===== config.mk =====
export PLATFORM = sky130hd
export DESIGN_NAME = reload_down_timer
export DESIGN_NICKNAME = d
export VERILOG_FILES = /design/src/rtl/reload_timer_pkg.sv /design/src/rtl/reload_timer_ctrl.sv /design/src/rtl/reload_timer_datapath.sv /design/src/rtl/reload_down_timer.sv
export SDC_FILE = /design/constraint.sdc
export NUM_CORES = 1
export LEC_CHECK = 0
export BUFFER_PORTS_ARGS = -buffer_cell sky130_fd_sc_hd__buf_2
export CAP_MARGIN = 0
export CORE_UTILIZATION = 43
export CTS_BUF_LIST = sky130_fd_sc_hd__clkbuf_2 sky130_fd_sc_hd__clkbuf_4 sky130_fd_sc_hd__clkbuf_8
export DETAILED_ROUTE_END_ITERATION = 8
export GPL_TIMING_DRIVEN = 1
export PLACE_DENSITY = 0.7
export SKIP_CTS_REPAIR_TIMING = 1
export SYNTH_ARGS = -nofsm -noshare
export SYNTH_HDL_FRONTEND = slang
export SYNTH_SLANG_ARGS = --single-unit
export TNS_END_PERCENT = 50

===== constraint.sdc =====
create_clock -name clk -period 2.45 [get_ports clk]
set_input_delay 0.1225 -clock clk [delete_from_list [all_inputs] [get_ports clk]]
set_output_delay 0.1225 -clock clk [all_outputs]
set_load 0.02 [all_outputs]

===== src/rtl/reload_timer_pkg.sv =====
package reload_timer_pkg;

  // Strobes from control to datapath.
  typedef struct packed {
    logic tick;        // prescaled count tick
    logic loadCount;   // software write of the count register
    logic loadReload;  // software write of the reload register
  } dpStrobes_t;

  localparam logic [1:0] IDX_RELOAD = 2'd0;
  localparam logic [1:0] IDX_COUNT  = 2'd1;
  localparam logic [1:0] IDX_CTRL   = 2'd2;

  localparam int IE_BIT   = 5;
  localparam int FLAG_BIT = 8;
  localparam int SEL_W    = 3;
  localparam int SEL_MAX  = 4;

endpackage


===== src/rtl/reload_timer_ctrl.sv =====
module reload_timer_ctrl
  import reload_timer_pkg::*;
#(
  parameter int DATA_W = 32,
  parameter int PS_W   = 10
) (
  input  logic              clk,
  input  logic              rstN,
  input  logic              start,
  input  logic              wrEn,
  input  logic [1:0]        addr,
  input  logic [DATA_W-1:0] wrData,
  input  logic              underflow,
  output dpStrobes_t        strb,
  output logic [SEL_W-1:0]  sel,
  output logic              intEn,
  output logic              flag
);

  logic [PS_W-1:0]  psCnt;
  logic [PS_W-1:0]  psLimit;
  logic [SEL_W-1:0] newSel;
  logic             ctrlWr;
  logic             selChange;
  logic             psWrap;

  assign ctrlWr    = wrEn && (addr == IDX_CTRL);
  assign newSel    = (wrData[SEL_W-1:0] <= SEL_W'(SEL_MAX)) ? wrData[SEL_W-1:0] : sel;
  assign selChange = ctrlWr && (newSel != sel);
  assign psLimit   = PS_W'((32'd4 << {sel, 1'b0}) - 32'd1);
  assign psWrap    = (psCnt == psLimit);

  always_ff @(posedge clk) begin
    if (!rstN) begin
      psCnt <= '0;
    end else if (selChange) begin
      psCnt <= '0;
    end else if (start) begin
      psCnt <= psWrap ? '0 : psCnt + 1'b1;
    end
  end

  always_ff @(posedge clk) begin
    if (!rstN) begin
      sel   <= '0;
      intEn <= 1'b0;
    end else if (ctrlWr) begin
      sel   <= newSel;
      intEn <= wrData[IE_BIT];
    end
  end

  // An underflow in the same cycle as a clearing write wins.
  always_ff @(posedge clk) begin
    if (!rstN) begin
      flag <= 1'b0;
    end else if (underflow) begin
      flag <= 1'b1;
    end else if (ctrlWr && !wrData[FLAG_BIT]) begin
      flag <= 1'b0;
    end
  end

  always_comb begin
    strb            = '0;
    strb.tick       = start && psWrap && !selChange;
    strb.loadCount  = wrEn && (addr == IDX_COUNT);
    strb.loadReload = wrEn && (addr == IDX_RELOAD);
  end

  assert_tick_needs_start_R4: assert property (@(posedge clk) disable iff (!rstN)
    strb.tick |-> start);

  assert_phase_in_range_R3: assert property (@(posedge clk) disable iff (!rstN)
    psCnt <= psLimit);

  assert_sel_change_restarts_R10: assert property (@(posedge clk) disable iff (!rstN)
    selChange |=> (psCnt == '0));

  assert_flag_kept_R6: assert property (@(posedge clk) disable iff (!rstN)
    (ctrlWr && wrData[FLAG_BIT] && !underflow) |=> (flag == $past(flag)));

  assert_underflow_sets_flag_R5: assert property (@(posedge clk) disable iff (!rstN)
    underflow |=> flag);

endmodule


===== src/rtl/reload_timer_datapath.sv =====
module reload_timer_datapath
  import reload_timer_pkg::*;
#(
  parameter int DATA_W = 32
) (
  input  logic              clk,
  input  logic              rstN,
  input  dpStrobes_t        strb,
  input  logic [DATA_W-1:0] wrData,
  input  logic [1:0]        addr,
  input  logic [DATA_W-1:0] ctrlWord,
  output logic              underflow,
  output logic [DATA_W-1:0] rdData
);

  logic [DATA_W-1:0] count;
  logic [DATA_W-1:0] reload;
  logic              atZero;

  assign atZero    = (count == '0);
  assign underflow = strb.tick && atZero;

  always_ff @(posedge clk) begin
    if (!rstN) begin
      reload <= '1;
    end else if (strb.loadReload) begin
      reload <= wrData;
    end
  end

  // A software write of the count wins over a tick in the same cycle.
  always_ff @(posedge clk) begin
    if (!rstN) begin
      count <= '1;
    end else if (strb.loadCount) begin
      count <= wrData;
    end else if (strb.tick) begin
      count <= atZero ? reload : count - 1'b1;
    end
  end

  always_comb begin
    unique case (addr)
      IDX_RELOAD: rdData = reload;
      IDX_COUNT:  rdData = count;
      IDX_CTRL:   rdData = ctrlWord;
      default:    rdData = '0;
    endcase
  end

  assert_count_write_R8: assert property (@(posedge clk) disable iff (!rstN)
    strb.loadCount |=> (count == $past(wrData)));

  assert_reload_on_underflow_R5: assert property (@(posedge clk) disable iff (!rstN)
    (underflow && !strb.loadCount) |=> (count == $past(reload)));

  assert_decrement_R4: assert property (@(posedge clk) disable iff (!rstN)
    (strb.tick && !atZero && !strb.loadCount) |=> (count == $past(count) - 1'b1));

  assert_hold_without_tick_R4: assert property (@(posedge clk) disable iff (!rstN)
    (!strb.tick && !strb.loadCount) |=> $stable(count));

endmodule


===== src/rtl/reload_down_timer.sv =====
module reload_down_timer
  import reload_timer_pkg::*;
#(
  parameter int DATA_W = 32,
  parameter int PS_W   = 10
) (
  input  logic              clk,
  input  logic              rstN,
  input  logic              start,
  input  logic              wrEn,
  input  logic [1:0]        addr,
  input  logic [DATA_W-1:0] wrData,
  output logic [DATA_W-1:0] rdData,
  output logic              irq
);

  dpStrobes_t        strb;
  logic [SEL_W-1:0]  sel;
  logic              intEn;
  logic              flag;
  logic              underflow;
  logic [DATA_W-1:0] ctrlWord;

  always_comb begin
    ctrlWord              = '0;
    ctrlWord[SEL_W-1:0]   = sel;
    ctrlWord[IE_BIT]      = intEn;
    ctrlWord[FLAG_BIT]    = flag;
  end

  assign irq = flag && intEn;

  reload_timer_ctrl #(.DATA_W(DATA_W), .PS_W(PS_W)) uCtrl (
    .clk       (clk),
    .rstN      (rstN),
    .start     (start),
    .wrEn      (wrEn),
    .addr      (addr),
    .wrData    (wrData),
    .underflow (underflow),
    .strb      (strb),
    .sel       (sel),
    .intEn     (intEn),
    .flag      (flag)
  );

  reload_timer_datapath #(.DATA_W(DATA_W)) uData (
    .clk       (clk),
    .rstN      (rstN),
    .strb      (strb),
    .wrData    (wrData),
    .addr      (addr),
    .ctrlWord  (ctrlWord),
    .underflow (underflow),
    .rdData    (rdData)
  );

  assert_irq_needs_enable_R7: assert property (@(posedge clk) disable iff (!rstN)
    irq |-> rdDataCtrlBitsOk);

  logic rdDataCtrlBitsOk;
  assign rdDataCtrlBitsOk = (ctrlWord[IE_BIT] == 1'b1) && (ctrlWord[FLAG_BIT] == 1'b1);

endmodule


==> flow_metrics.tcl <==
set metrics [dict create \
    finalWirelength_um 14480 \
    cts_root_buffer "clkbuf_8" \
    failed_checks "negative hold slack" \
    switching_share 0.2991 \
    setup_viol 0 \
    outcome "complete, but fails checks" \
    dp_hpwl_um 10170 \
    yosysSeqAreaShare 0.3233 \
    mostFrequentLayoutCell "nand2_1" \
    total_power_w 0.002891 \
    antenna_cells 0 \
    route.vias.total 5103 \
    fin_nets 769 \
    finalMaxSlewViolations 0 \
    wl_met2_um 6759 \
    ir_drop_v 0.0002697 \
    wl_met1_um 6586 \
    overflow 0 \
    grt_usage 0.2533 \
    end_kind "flop" \
    route.met3.wl_um 849 \
    clkLatencyLatePin_ns 0.37 \
    pre_cts_ws_ns 0.1082 \
    cts_tree "yes" \
    drt_iter0_drc 350 \
    antenna_found_initial 0 \
    syn_avg_cell_area_um2 7.458 \
    netlist_area_um2 4892 \
    seq_power_share 0.493 \
    syn_nets 697 \
    fin_crit_ns 2.316 \
    ys_types 62 \
    rows 38 \
    hold_class "in -> reg" \
    top_layer "met4" \
    gp_congestion 0.9766 \
    ys_ff_latch 79 \
    num_io_pins 71 \
    numCtsBuffers 9 \
    pwr-share-clk 0.349 \
    synth_cells 656 \
    grt_pass1_wl_um 23600 \
    cp_data_arrival_time_ns 2.57 \
    grt_max_degree 33 \
    mostFrequentLayoutCells "111 x nand2_1, 82 x nor2_1, 79 x dfxtp_1, 70 x buf_2, 48 x nand3_1" \
    required_ns 2.71 \
    cts.clk_slew.worst_paths_ns 0.09 \
    p_per_area_nw_per_um2 499.5 \
    wl_per_cell_um 16.59 \
    cts_sinks 79 \
    ant_nets 0 \
    worstPathMaxFanout 9 \
    finalHoldViolCount 11 \
    initial_utilization 0.4454 \
    synth_edf_count 0 \
    syn2layout_area_growth_pct 18.29 \
    p_leak_nw 2.421 \
    rsz0062_at_grt "yes" \
    whs_ns -0.02503 \
    dieHeight_um 108.7 \
    async_reset_ff_frac 0 \
    drt_pass1_iterations 5 \
    worstSetupPathType "reg -> reg" \
    skew_ns 0.01079 \
    startpoint_type "flop" \
    nFillCells 1045 \
    fin_setup_tns_ns 0 \
    dieArea_um2 11810 \
    synthFlopType "dfxtp_1" \
    slew_headroom 0.4882 \
    grt_pass1_vias 4701 \
    coreArea_um2 10980 \
    route.detailed.drc 0 \
    combPwrFrac 0.158 \
    yosysWarnings 0 \
    fp.dieW_um 108.7 \
    cap_violations 0 \
    fin_ws_ns 0.1336 \
    power.internal_w 0.002026 \
    clockBufferDepth 2 \
    htree_levels 3 \
    io_buffer_count 70 \
    period_share 0.9455 \
    worst_slew_pin_slew_ns 0.7677 \
    p_switching_w 0.0008645 \
    drive_gt1_frac 0.1828 \
    vias_per_cell 5.845 \
    max_freq_mhz 431.7 \
]
synthesized netlist by cell type, drive strengths merged (4+ instances only):
cell type	instances	area (µm²)
o31ai	4	30.03
nand4	6	37.54
a21oi	33	165.2
xnor2	10	87.58
inv	9	33.78
a211oi	14	105.1
a21boi	5	37.54
nand3	50	260.3
o211ai	13	97.59
a2bb2oi	6	52.55
xor2	6	52.55
nand2	112	420.4
mux2i	40	400.4
clkbuf	29	108.9
a311oi	6	52.55
and2	6	37.54
nor4	11	96.34
nor2	82	307.8
buf	24	131.4
dfxtp	79	1582
o32ai	4	35.03
o21ai	26	130.1
or4	6	52.55
nor3	20	121.4
or3	5	31.28
a21o	5	37.54
cell type report:
| type | instances | area [µm²] | share of cell area |
|---|---|---|---|
| flip-flops and latches | 79 | 1582 | 0.2733 |
| inverters | 9 | 33.78 | 0.005838 |
| clock buffers | 10 | 137.6 | 0.02378 |
| well taps | 140 | 175.2 | 0.03027 |
| multi-input cells | 515 | 3068 | 0.5302 |
| repair buffers | 114 | 730.7 | 0.1263 |
| clock inverters | 6 | 60.06 | 0.01038 |
through the flow:
stage / hold WS [ns] / cells / instance area (µm²) / utilization
after floorplan: 0.2465 / 656 / 4892 / -
after global placement: 0.3467 / 842 / 5413 / 0.4928
after detailed placement: 0.3564 / 842 / 5413 / 0.4928
after CTS: -0.04104 / 858 / 5610 / 0.5108
after global routing: 0.0002636 / 873 / 5787 / 0.5269
final: -0.02503 / 873 / 5787 / 0.5269
state kept, by name, indices dropped and copies added (netlist names):
name	flops
uCtrl.psCnt	10
uCtrl.sel	3
uData.count	32
uCtrl.intEn	1
uCtrl.flag	1
uData.reload	32
power by group through the flow:
stage / Combinational, W / Clock [W] / Sequential (W)
floorplan: 0.000307 / 0 / 0.00142
global placement: 0.000427 / 0 / 0.00145
detailed placement: 0.000436 / 0 / 0.00145
CTS: 0.000437 / 0.00103 / 0.00142
global route: 0.000499 / 0.00107 / 0.00144
finish: 0.000455 / 0.00101 / 0.00143
worst max-delay path: stages, from the launching register on:
cell      delay (ns)
dfxtp_1         0.38
or4_4           0.60
nor3_4          0.37
nand3_2         0.34
buf_4           0.27
o211ai_1        0.16
a21oi_1         0.08
metal layers:
metal	vias up	track usage
li1	2486	-
met4	0	0.09653
met1	2415	0.3332
met3	28	0.05439
met5	-	0
met2	174	0.4051
path summary, 6_finish.rpt:
check	startpoint	endpoint	slack, ns	cells past startpoint
max	uData.count[14]$_SDFFE_PN1P_	uData.count[6]$_SDFFE_PN1P_	0.13	6
min	wrData[13]	uData.reload[13]$_SDFFE_PN1P_	-0.03	3
max reg2reg	uData.count[14]$_SDFFE_PN1P_	uData.count[6]$_SDFFE_PN1P_	0.13	6
min reg2reg	uData.reload[16]$_SDFFE_PN1P_	uData.reload[16]$_SDFFE_PN1P_	0.49	2
cells by family after synthesis:
| family | share of synthesized area |
|---|---|
| adder cells (fa/ha/maj) | 0.007673 |
| AND/OR/NAND/NOR | 0.3064 |
| XOR/XNOR | 0.02864 |
| AO/OA/AOI/OAI | 0.1962 |
| multiplexers | 0.08184 |
| buffers and inverters | 0.05601 |
| flip-flops | 0.3233 |
(Power assumes the default switching activity.)
